--- src/rtl/pwm_pair_pkg.sv ---
`timescale 1ns/1ps
// Shared constants for the paired PWM unit: widths, register addresses and
// bit positions of the clock control word. Assumes exactly two channels.
package pwm_pair_pkg;
    localparam int NCH        = 2;
    localparam int ADDR_W     = 3;
    localparam int DATA_W     = 32;
    localparam int CNT_W      = 16;
    localparam int PSC_W      = 8;
    localparam int DIVC_W     = 4;
    localparam int PREDIV_LOG = 8;
    localparam int CTL_W      = PSC_W + 1;
    localparam int CLKCTL_W   = 8;

    localparam logic [ADDR_W-1:0] A_CLKCTL = 3'd0;
    localparam logic [ADDR_W-1:0] A_ENABLE = 3'd1;
    localparam int                A_CHBASE = 2;

    localparam int B_SRCSEL = 7;
    localparam int B_GATE   = 4;
    localparam int B_BYPASS = 5;
    localparam int B_ACTLVL = PSC_W;
endpackage

--- src/rtl/pwm_pair_regs.sv ---
`timescale 1ns/1ps
// Write-only register file. Decodes word-addressed writes into the shared
// clock control, the enable bits and per-channel control and period/duty.
// Assumes writes are single-cycle strobes; no read path.
module pwm_pair_regs
    import pwm_pair_pkg::*;
(
    input  logic                        clk,
    input  logic                        rst_n,
    input  logic                        wr_en,
    input  logic [ADDR_W-1:0]           wr_addr,
    input  logic [DATA_W-1:0]           wr_data,
    output logic                        src_sel,
    output logic                        gate_en,
    output logic [DIVC_W-1:0]           div_code,
    output logic [NCH-1:0]              bypass,
    output logic [NCH-1:0]              chan_en,
    output logic [NCH-1:0][PSC_W-1:0]   psc_lim,
    output logic [NCH-1:0]              act_lvl,
    output logic [NCH-1:0][CNT_W-1:0]   per_val,
    output logic [NCH-1:0][CNT_W-1:0]   duty_val
);
    logic [CLKCTL_W-1:0] clkctl_q;
    logic [NCH-1:0]      en_q;

    // Shared clock control and enable word storage
    always_ff @(posedge clk) begin
        if (!rst_n) begin
            clkctl_q <= '0;
            en_q     <= '0;
        end else if (wr_en) begin
            if (wr_addr == A_CLKCTL) clkctl_q <= wr_data[CLKCTL_W-1:0];
            if (wr_addr == A_ENABLE) en_q     <= wr_data[NCH-1:0];
        end
    end

    assign src_sel  = clkctl_q[B_SRCSEL];
    assign gate_en  = clkctl_q[B_GATE];
    assign div_code = clkctl_q[DIVC_W-1:0];
    assign bypass   = clkctl_q[B_BYPASS +: NCH];
    assign chan_en  = en_q;

    for (genvar c = 0; c < NCH; c++) begin : g_chreg
        localparam logic [ADDR_W-1:0] CTL_ADDR = ADDR_W'(A_CHBASE + 2 * c);
        localparam logic [ADDR_W-1:0] PD_ADDR  = ADDR_W'(A_CHBASE + 2 * c + 1);
        logic [CTL_W-1:0]  ctl_q;
        logic [DATA_W-1:0] pd_q;

        // Per-channel control and period/duty storage
        always_ff @(posedge clk) begin
            if (!rst_n) begin
                ctl_q <= '0;
                pd_q  <= '0;
            end else if (wr_en) begin
                if (wr_addr == CTL_ADDR) ctl_q <= wr_data[CTL_W-1:0];
                if (wr_addr == PD_ADDR)  pd_q  <= wr_data;
            end
        end

        assign psc_lim[c]  = ctl_q[PSC_W-1:0];
        assign act_lvl[c]  = ctl_q[B_ACTLVL];
        assign per_val[c]  = pd_q[DATA_W-1 -: CNT_W];
        assign duty_val[c] = pd_q[CNT_W-1:0];
    end
endmodule

--- src/rtl/pwm_pair_src.sv ---
`timescale 1ns/1ps
// Shared source path: selects tick source A or B, gates it, divides by a
// power of two and keeps the square-wave source clock used by bypass.
// Assumes tick inputs are synchronous one-cycle strobes.
module pwm_pair_src #(
    parameter int DIVC_W = 4,
    parameter int MAXLOG = 8
) (
    input  logic              clk,
    input  logic              rst_n,
    input  logic              tick_a,
    input  logic              tick_b,
    input  logic              sel,
    input  logic              gate_en,
    input  logic [DIVC_W-1:0] div_code,
    output logic              src_tick,
    output logic              src_lvl
);
    logic [MAXLOG-1:0] div_cnt;
    logic [MAXLOG-1:0] div_mask;
    logic              raw_tick;

    assign raw_tick = gate_en && (sel ? tick_b : tick_a);

    // Low-bit mask selecting 2^code; codes above MAXLOG saturate
    always_comb begin
        div_mask = '0;
        for (int i = 0; i < MAXLOG; i++) begin
            if (32'(div_code) > i) div_mask[i] = 1'b1;
        end
    end

    assign src_tick = raw_tick && ((div_cnt & div_mask) == div_mask);

    // Pre-divider count and source clock toggle
    always_ff @(posedge clk) begin
        if (!rst_n) begin
            div_cnt <= '0;
            src_lvl <= 1'b0;
        end else begin
            if (raw_tick) div_cnt <= div_cnt + 1'b1;
            if (src_tick) src_lvl <= ~src_lvl;
        end
    end


    gate_hold_chk: assert property (@(posedge clk) disable iff (!rst_n)
        !gate_en |=> ($stable(div_cnt) && $stable(src_lvl)));


    prediv_align_chk: assert property (@(posedge clk) disable iff (!rst_n)
        src_tick |=> ((div_cnt & $past(div_mask)) == '0));
endmodule

--- src/rtl/pwm_pair_chan.sv ---
`timescale 1ns/1ps
// One PWM channel: prescaler, period counter with shadowed period/duty,
// polarity and bypass selection, registered output.
// Assumes src_tick is a one-cycle strobe from the shared source path.
module pwm_pair_chan #(
    parameter int CNT_W = 16,
    parameter int PSC_W = 8
) (
    input  logic             clk,
    input  logic             rst_n,
    input  logic             en,
    input  logic             bypass,
    input  logic             src_tick,
    input  logic             src_lvl,
    input  logic             act_lvl,
    input  logic [PSC_W-1:0] psc_lim,
    input  logic [CNT_W-1:0] per_in,
    input  logic [CNT_W-1:0] duty_in,
    output logic             pwm_o
);
    logic [PSC_W-1:0] psc_cnt;
    logic             psc_tick;
    logic [CNT_W-1:0] cnt;
    logic [CNT_W-1:0] per_q;
    logic [CNT_W-1:0] duty_q;
    logic             wrap;

    assign psc_tick = src_tick && (psc_cnt >= psc_lim);
    assign wrap     = psc_tick && (cnt >= per_q);

    // Prescaler: one counter step per psc_lim+1 shared ticks
    always_ff @(posedge clk) begin
        if (!rst_n || !en)  psc_cnt <= '0;
        else if (src_tick)  psc_cnt <= psc_tick ? '0 : psc_cnt + 1'b1;
    end

    // Period counter: 0..per_q then wrap
    always_ff @(posedge clk) begin
        if (!rst_n || !en)  cnt <= '0;
        else if (psc_tick)  cnt <= wrap ? '0 : cnt + 1'b1;
    end

    // Shadow period/duty: follow inputs while idle, latch at wrap while running
    always_ff @(posedge clk) begin
        if (!rst_n) begin
            per_q  <= '0;
            duty_q <= '0;
        end else if (!en || wrap) begin
            per_q  <= per_in;
            duty_q <= duty_in;
        end
    end

    // Output level select: idle, bypass clock or compare result
    always_ff @(posedge clk) begin
        if (!rst_n)       pwm_o <= 1'b1;
        else if (!en)     pwm_o <= ~act_lvl;
        else if (bypass)  pwm_o <= src_lvl;
        else              pwm_o <= (cnt < duty_q) ? act_lvl : ~act_lvl;
    end


    cnt_range_chk: assert property (@(posedge clk) disable iff (!rst_n)
        en |-> (cnt <= per_q));


    shadow_hold_chk: assert property (@(posedge clk) disable iff (!rst_n)
        (en && !wrap) |=> ($stable(per_q) && $stable(duty_q)));


    idle_level_chk: assert property (@(posedge clk) disable iff (!rst_n)
        !en |=> ((pwm_o == !$past(act_lvl)) && (cnt == '0)));


    bypass_follow_chk: assert property (@(posedge clk) disable iff (!rst_n)
        (en && bypass) |=> (pwm_o == $past(src_lvl)));
endmodule

--- src/rtl/pwm_pair.sv ---
`timescale 1ns/1ps
// Top of the paired PWM unit: register file, one shared source path and
// one channel instance per output. Assumes a single clock domain.
module pwm_pair
    import pwm_pair_pkg::*;
(
    input  logic              clk,
    input  logic              rst_n,
    input  logic              tick_a_i,
    input  logic              tick_b_i,
    input  logic              wr_en_i,
    input  logic [ADDR_W-1:0] wr_addr_i,
    input  logic [DATA_W-1:0] wr_data_i,
    output logic [NCH-1:0]    pwm_o
);
    logic                      src_sel;
    logic                      gate_en;
    logic [DIVC_W-1:0]         div_code;
    logic [NCH-1:0]            bypass;
    logic [NCH-1:0]            chan_en;
    logic [NCH-1:0][PSC_W-1:0] psc_lim;
    logic [NCH-1:0]            act_lvl;
    logic [NCH-1:0][CNT_W-1:0] per_val;
    logic [NCH-1:0][CNT_W-1:0] duty_val;
    logic                      src_tick;
    logic                      src_lvl;

    pwm_pair_regs u_regs (
        .clk      (clk),
        .rst_n    (rst_n),
        .wr_en    (wr_en_i),
        .wr_addr  (wr_addr_i),
        .wr_data  (wr_data_i),
        .src_sel  (src_sel),
        .gate_en  (gate_en),
        .div_code (div_code),
        .bypass   (bypass),
        .chan_en  (chan_en),
        .psc_lim  (psc_lim),
        .act_lvl  (act_lvl),
        .per_val  (per_val),
        .duty_val (duty_val)
    );

    pwm_pair_src #(.DIVC_W(DIVC_W), .MAXLOG(PREDIV_LOG)) u_src (
        .clk      (clk),
        .rst_n    (rst_n),
        .tick_a   (tick_a_i),
        .tick_b   (tick_b_i),
        .sel      (src_sel),
        .gate_en  (gate_en),
        .div_code (div_code),
        .src_tick (src_tick),
        .src_lvl  (src_lvl)
    );

    for (genvar c = 0; c < NCH; c++) begin : g_chan
        pwm_pair_chan #(.CNT_W(CNT_W), .PSC_W(PSC_W)) u_chan (
            .clk      (clk),
            .rst_n    (rst_n),
            .en       (chan_en[c]),
            .bypass   (bypass[c]),
            .src_tick (src_tick),
            .src_lvl  (src_lvl),
            .act_lvl  (act_lvl[c]),
            .psc_lim  (psc_lim[c]),
            .per_in   (per_val[c]),
            .duty_in  (duty_val[c]),
            .pwm_o    (pwm_o[c])
        );
    end
endmodule

--- config.mk ---
export PLATFORM = sky130hd
export DESIGN_NAME = pwm_pair
export DESIGN_NICKNAME = d
export VERILOG_FILES = /design/src/rtl/pwm_pair_pkg.sv /design/src/rtl/pwm_pair_regs.sv /design/src/rtl/pwm_pair_src.sv /design/src/rtl/pwm_pair_chan.sv /design/src/rtl/pwm_pair.sv
export SDC_FILE = /design/constraint.sdc
export NUM_CORES = 1
export LEC_CHECK = 0
export CAP_MARGIN = 25
export CORE_UTILIZATION = 65
export DETAILED_ROUTE_END_ITERATION = 16
export PLACE_DENSITY = 0.84
export SLEW_MARGIN = 15
export SYNTH_ARGS = -nofsm -noshare
export SYNTH_HDL_FRONTEND = slang
export SYNTH_SLANG_ARGS = --single-unit
--- constraint.sdc ---
create_clock -name clk -period 5.1 [get_ports clk]
set_input_delay 1.02 -clock clk [delete_from_list [all_inputs] [get_ports clk]]
set_output_delay 1.02 -clock clk [all_outputs]
set_load 0.005 [all_outputs]
After elaboration in Yosys (flattened, before gate mapping)
Index checks and enable logic that the tools add are counted.
{"block": "word_totals", "wordCells": 86, "in_bits": 40, "ff_bits": 215}
{"block": "classes", "n_addsub": 5, "n_lt_le_gt_ge": 14, "eq_ne": 6, "n_reduce_logical": 20, "n_mux": 19, "n_bitwise": 4}
{"operator": "adder 16 x 1 -> 16 bit, second input constant", "n": 2}
{"operator": ">= comparator 16 bit", "n": 2}
{"operator": "< comparator 16 bit", "n": 2}
{"operator": "2-to-1 mux 16 bit", "n": 2}
{"operator": "adder 8 x 1 -> 8 bit, second input constant", "n": 3}
{"operator": ">= comparator 8 bit", "n": 2}
{"operator": "greater-than comparator 4 x 3 -> 1 bit, second input constant", "n": 4}
{"operator": "2-to-1 mux 8 bit", "n": 2}
{"operator": "2-to-1 mux 1 bit", "n": 15}
{"operator": "AND reduction 2 bit", "n": 6}
{"operator": "AND 8 bit", "n": 1}
{"operator": "== test 8 bit", "n": 1}
{"operator": "greater-than comparator 4 x 1 -> 1 bit, second input constant", "n": 2}
{"operator": "greater-than comparator 4 x 2 -> 1 bit, second input constant", "n": 2}
{"operator": "== test 3 x 2 -> 1 bit, second input constant", "n": 2}
{"operator": "== test 3 bit, second input constant", "n": 2}
{"operator": "logical AND 1 bit", "n": 6}
{"operator": "logical OR 1 bit", "n": 4}
{"operator": "== test 3 x 1 -> 1 bit, second input constant", "n": 1}
{"operator": "logical NOT 1 bit", "n": 3}
{"operator": "logical NOT 3 bit", "n": 1}
{"operator": "NOT 1 bit", "n": 3}

Depth between registers and ports, before layout
{"block": "depth", "ltp_word": 8, "ltp_mapped": 11, "mapped_depth_nobuf": 8}

Cells and area by module
From an unflattened synthesis, not the netlist that was laid out.
{"block": "unflattened", "hier_cells": 1220, "area_unflattened_um2": 10764.1}
{"module": "pwm_pair_chan", "instances": 2, "area_each_um2": 3402.0, "cells_per_inst": 412}
{"module": "pwm_pair_regs", "instances": 1, "area_each_um2": 3413.3, "cells_per_inst": 338}
{"module": "pwm_pair_src", "instances": 1, "area_each_um2": 546.8, "cells_per_inst": 58}

Worst setup path before layout
Ideal clock, no wire load.
{"block": "synth_path", "path_type": "in2reg", "from": "in tick_a_i", "to": "reg g_chan[0].u_chan.cnt[12]", "arrival_ps": 2636, "t_required_ps": 5030, "setup_slack_ps": 2395, "cell_stages": 7, "setup_time_ps": 70, "cell_sequence": "mux2_4 > nand2_4 > nor4_4 > o211ai_2 > buf_6 > or4_1 > a21oi_1"}
{"block": "synth_between", "elab_chain_len": 6}
{"element": "from (decl)", "line_no": "pwm_pair.sv:9", "rtl": "input logic tick_a_i,"}
{"element": "2-to-1 mux 1 bit *", "line_no": "pwm_pair_src.sv:23", "rtl": "assign raw_tick = gate_en && (sel ? tick_b : tick_a);"}
{"element": "logical AND 1 bit *", "line_no": "pwm_pair_src.sv:23"}
{"element": "logical AND 1 bit *", "line_no": "pwm_pair_src.sv:33", "rtl": "assign src_tick = raw_tick && ((div_cnt & div_mask) == div_mask);"}
{"element": "logical AND 1 bit *", "line_no": "pwm_pair_chan.sv:28", "rtl": "assign psc_tick = src_tick && (psc_cnt >= psc_lim);"}
{"element": "logical AND 1 bit", "line_no": "pwm_pair_chan.sv:29", "rtl": "assign wrap = psc_tick && (cnt >= per_q);"}
{"element": "2-to-1 mux 16 bit", "line_no": "pwm_pair_chan.sv:40", "rtl": "else if (psc_tick) cnt <= wrap ? '0 : cnt + 1'b1;"}
{"element": "to (signal assigned)", "line_no": "pwm_pair_chan.sv:40"}
{"element": "to (decl)", "line_no": "pwm_pair_chan.sv:23", "rtl": "logic [CNT_W-1:0] cnt;"}
Every way passes the cells marked *; elsewhere a longest branch is shown, timed or not.
A chain may end at the register's enable or synchronous reset.

Final worst setup path
{"block": "layout_path", "from": "reg g_chan[0].u_chan.cnt[0]", "to": "reg g_chan[0].u_chan.per_q[8]"}
{"block": "layout_between", "elab_chain_len": 3}
{"element": ">= comparator 16 bit", "line_no": "pwm_pair_chan.sv:29"}
{"element": "logical AND 1 bit", "line_no": "pwm_pair_chan.sv:29"}
{"element": "logical OR 1 bit", "line_no": "pwm_pair_chan.sv:48", "rtl": "end else if (!en || wrap) begin"}
{"element": "to (signal assigned)", "line_no": "pwm_pair_chan.sv:49", "rtl": "per_q <= per_in;"}
{"element": "to (decl)", "line_no": "pwm_pair_chan.sv:24", "rtl": "logic [CNT_W-1:0] per_q;"}
No other way between the ends.

==> impl_summary.md <==
Synth
nand2_1 is the most common cell in the netlist. The count of flip-flops with a built-in enable after synthesis is 0. The top cell type by area accounts for around two fifths of the synthesized area. After Yosys synthesis, and, or, nand and nor cells account for about a quarter of the synthesized area. The net count after synthesis is ~1500. Summing the sequential cell areas from Yosys gives about two fifths of the chip area. After synthesis, the most frequently instantiated cells are 362 x nand2_1, 215 x dfxtp_1, 91 x a21boi_0, 88 x inv_1, 83 x ha_1. After Yosys synthesis, XOR and XNOR cells account for approximately 1.4% of the synthesized area. The library cell with the largest summed area after synthesis is dfxtp_1. The synthesized-area fraction occupied by ao, oa, aoi and oai cells is roughly 15%. In the synthesized netlist the async set-or-reset flop fraction comes to 0%. The total of flip-flops plus latches after synthesis is ~220. The adder-cell share of the synthesized area is 9.47%. The synthesized netlist contains between 60 and 70 unique library cells.

The dominant combinational cell family by area after synthesis is simple AND/OR/NAND/NOR gates. The number of instances in the synthesized netlist is 1331. The cell area that synthesis handed to floorplanning was between 10000 and 15000 um^2. The warning count from the yosys run is 0. In the synthesized netlist the dominant register cell turns out to be dfxtp_1. The synthesized area divided by synthesized cell count is roughly 8.2 um^2. By area the synthesized netlist is led by dfxtp_1 39%, nand2_1 12%, ha_1 9.5%, a21boi_0 6.2%, mux2i_1 6.0%. The multiplexer fraction of the synthesized cell area is approximately 6.2%.

Run
The number of maximum-capacitance violations is 0.

Hold path
The class of the worst hold path is reg -> reg. The hold path startpoint is u_regs.g_chreg[1].pd_q[20].

Die
The number of cell rows is 47. The die covers between 15000 and 20000 um^2. The chip width is between 100 and 150 um. During I/O placement, the number of pins put on the boundary was 42. Measured along the y axis, the die boundary spans 132 um. For this configuration, the core starts out at a cell density of between 60% and 70%. In this run the standard cell core region covers about 17000 um^2.

Critical path
The launch point of the worst reg-to-reg path is g_chan[0].u_chan.cnt[0]. The worst setup path is of the reg -> reg kind. Of all nets on the critical path, the largest fanout is 32. Among cell families on the critical path, the largest total delay comes from compound AO/OA/AOI/OAI gates.

The longest individual stage delay on the worst path is approximately 930 ps. The critical path's slowest cell is o21a_2. The kind of end point of the critical path is a flop.

The number of buffers and inverters on the critical path is 1. Data arrives at the worst endpoint at between 3000 and 4000 ps. Data on the critical path is required at its endpoint by 5510 ps. Walking the worst path, the cells encountered are inv_1, ha_1, nor3b_1, nor2_1, o31ai_1, nor4b_2, o21a_2, mux2i_1. The type of origin of the critical path is a flop. The start point of the critical path is g_chan[0].u_chan.cnt[0].

Routing
The aggregate routed wire length is approximately 25 mm. The number of detailed-route iterations in the first pass is 6. After detailed routing, the average wire length per cell comes to around 16 um. The detail route stage leaves a number of antenna-violating nets equal to 0. The count of routing violations after the opening detailed-route iteration is roughly 600. After detailed routing, the number of remaining DRC violations is 0. The ratio of routed vias to standard cells is roughly 5.8. Detailed routing inserted a total of 9210 vias.

Clock tree
The cts-stage hold buffer count is 0. TritonCTS built the clock tree. The post-cts sizing count is 0.

The clock passes through at most 3 buffers. The setup fix buffers added after clock tree synthesis is 0. The total clock buffers created by CTS is 23. The worst-skew pair later-pin latency is 500 ps. The clock root buffer is clkbuf_16.

The count of H-tree levels built during CTS is 1. The clock slew seen by the registers of the worst setup and hold paths is around 60 ps. For this design, the sink count on the clock tree is roughly 220.

Timing
For the final database, setup skew stands at between 10 and 15 ps. On the final layout, the worst hold slack is roughly 450 ps. The highest achievable clock rate is approximately 300 MHz. For the final routed database, the setup TNS stands at 0 ps. Setup repair after global routing left no endpoint under its margin.

The worst path uses ~64% of the clock period. The final-report setup violation count is 0. The headroom to the max-slew limit is ~31%.

The minimum clock period after layout is 3280 ps. At the pin with the least slew margin, the transition time is roughly 1000 ps. The total count of hold-check failures in the final report is 0. The least setup slack across all paths after layout is 1820 ps. The number of max-slew violations in the final report is 0.

Layout
In the final design database the tool counted ~1500 nets. The number of non-filler instances in the completed layout is 1582. From synthesis to final layout, the design area changed by 11.2%.

The repair_antennas step left the layout with diodes totalling 0. The final design area excluding fillers is ~12000 um^2. The proportion of layout cells with a drive suffix above 1 is 4.41%. Measured on the finished design, the core utilization comes to 73.8%.

Placement
Once placement finished, the instance area stood at 11500 um^2. In this run, placement finished with an instance count of 1542. The count of buffers added on input and output ports is approximately 40.

At the placement stage, the worst setup path has a slack of roughly 1300 ps. The placer's final routability congestion estimate is slightly below 0.9. The final HPWL from detailed placement is about 17 mm.

Global route
Across every metal layer, demand over resource in global routing totals between 20% and 30%. Global routing finished with a remaining overflow of 0. Entering global routing, the biggest net connects about 190 pins.

The number of antenna violations at the first check in global routing came to 0. The global-route wire length before repair is between 40 and 50 mm. The via count of the first global-routing pass is about 8700.

Power
Across the VDD grid, the largest voltage drop is 0.000237 V. The ratio of total power to cell area is 287 nW/um^2. The analysis attributes to cell leakage a power of ~4.2 nW. The total design power is 3.50 mW.

Run status
The flow ran to the end, and the final reports show no timing, DRC or antenna violations.
## area by class of cell
class	count	area, um^2
Sequential cell	215	4300
Clock buffer	34	657
Tap cell	220	275
Inverter	88	330
Multi-Input combinational cell	968	6060
Clock inverter	5	53.8
Fill cell	1265	4330
Timing Repair Buffer	52	518
## path summary, 6_finish.rpt
kind	endpoint	slack, ps	cells after the start
max	g_chan[0].u_chan.per_q[8]	1820	8
min	g_chan[1].u_chan.per_q[4]	450	2
max reg2reg	g_chan[0].u_chan.per_q[8]	1820	8
min reg2reg	g_chan[1].u_chan.per_q[4]	450	2
## flip-flops by register name, indices dropped and copies added, names as in the netlist
register / flops
g_chan.u_chan.cnt: 32
g_chan.u_chan.duty_q: 32
g_chan.u_chan.per_q: 32
g_chan.u_chan.psc_cnt: 16
g_chan.u_chan.pwm_o: 2
u_regs.chan_en: 2
u_regs.clkctl_q: 8
u_regs.g_chreg.ctl_q: 18
u_regs.g_chreg.pd_q: 64
u_src.div_cnt: 8
u_src.src_lvl: 1
## power breakdown
group	internal (mW)	switching [mW]	total (mW)
sequential	1.70	0.0129	1.71
clock	0.938	0.655	1.59
combinational	0.0800	0.117	0.197
total	2.72	0.785	3.50
## routing by layer
layer  up-vias  global-route usage [%]  wire length, um
li1       4570                       -                -
met1      4348                    36.2            10900
met2       233                    50.4            12300
met3        59                    4.00             1220
met4         0                    11.1              826
met5         -                       0                0
## worst register-to-register path: cells and delay by family (launching register included)
kind / cells / cell delay [ps]
AND/OR/NAND/NOR: 3 / 960
AO/OA/AOI/OAI: 2 / 1130
buffers and inverters: 1 / 100
adder cells (fa/ha/maj): 1 / 280
multiplexers: 1 / 320
flip-flops: 1 / 420
## cell usage in the layout, fill, tap and decap left out, types with 10 or more instances in the layout
cell / count
or3_1: 13
nand3_1: 34
ha_1: 83
o21ai_0: 21
a21boi_0: 91
clkdlybuf4s50_1: 40
dfxtp_1: 215
nand2_1: 362
a21o_1: 14
mux2i_1: 66
clkbuf_16: 23
nand2b_1: 12
nand4_1: 24
a21oi_1: 46
inv_1: 88
nor2_1: 47
nor3_1: 11
and2_1: 10
xnor2_1: 16
## logic make-up (layout without fill, tap and decap cells)
group / Yosys count / in the layout
AOI/OAI and AO/OA: 232 / 232
adders and majority gates: 83 / 83
buffers and inverters: 148 / 179
xor gates and xnor gates: 17 / 17
muxes: 67 / 67
DFF: 215 / 215
and+or+nand+nor: 569 / 569
Note: power is estimated with default switching activity, not from simulation.
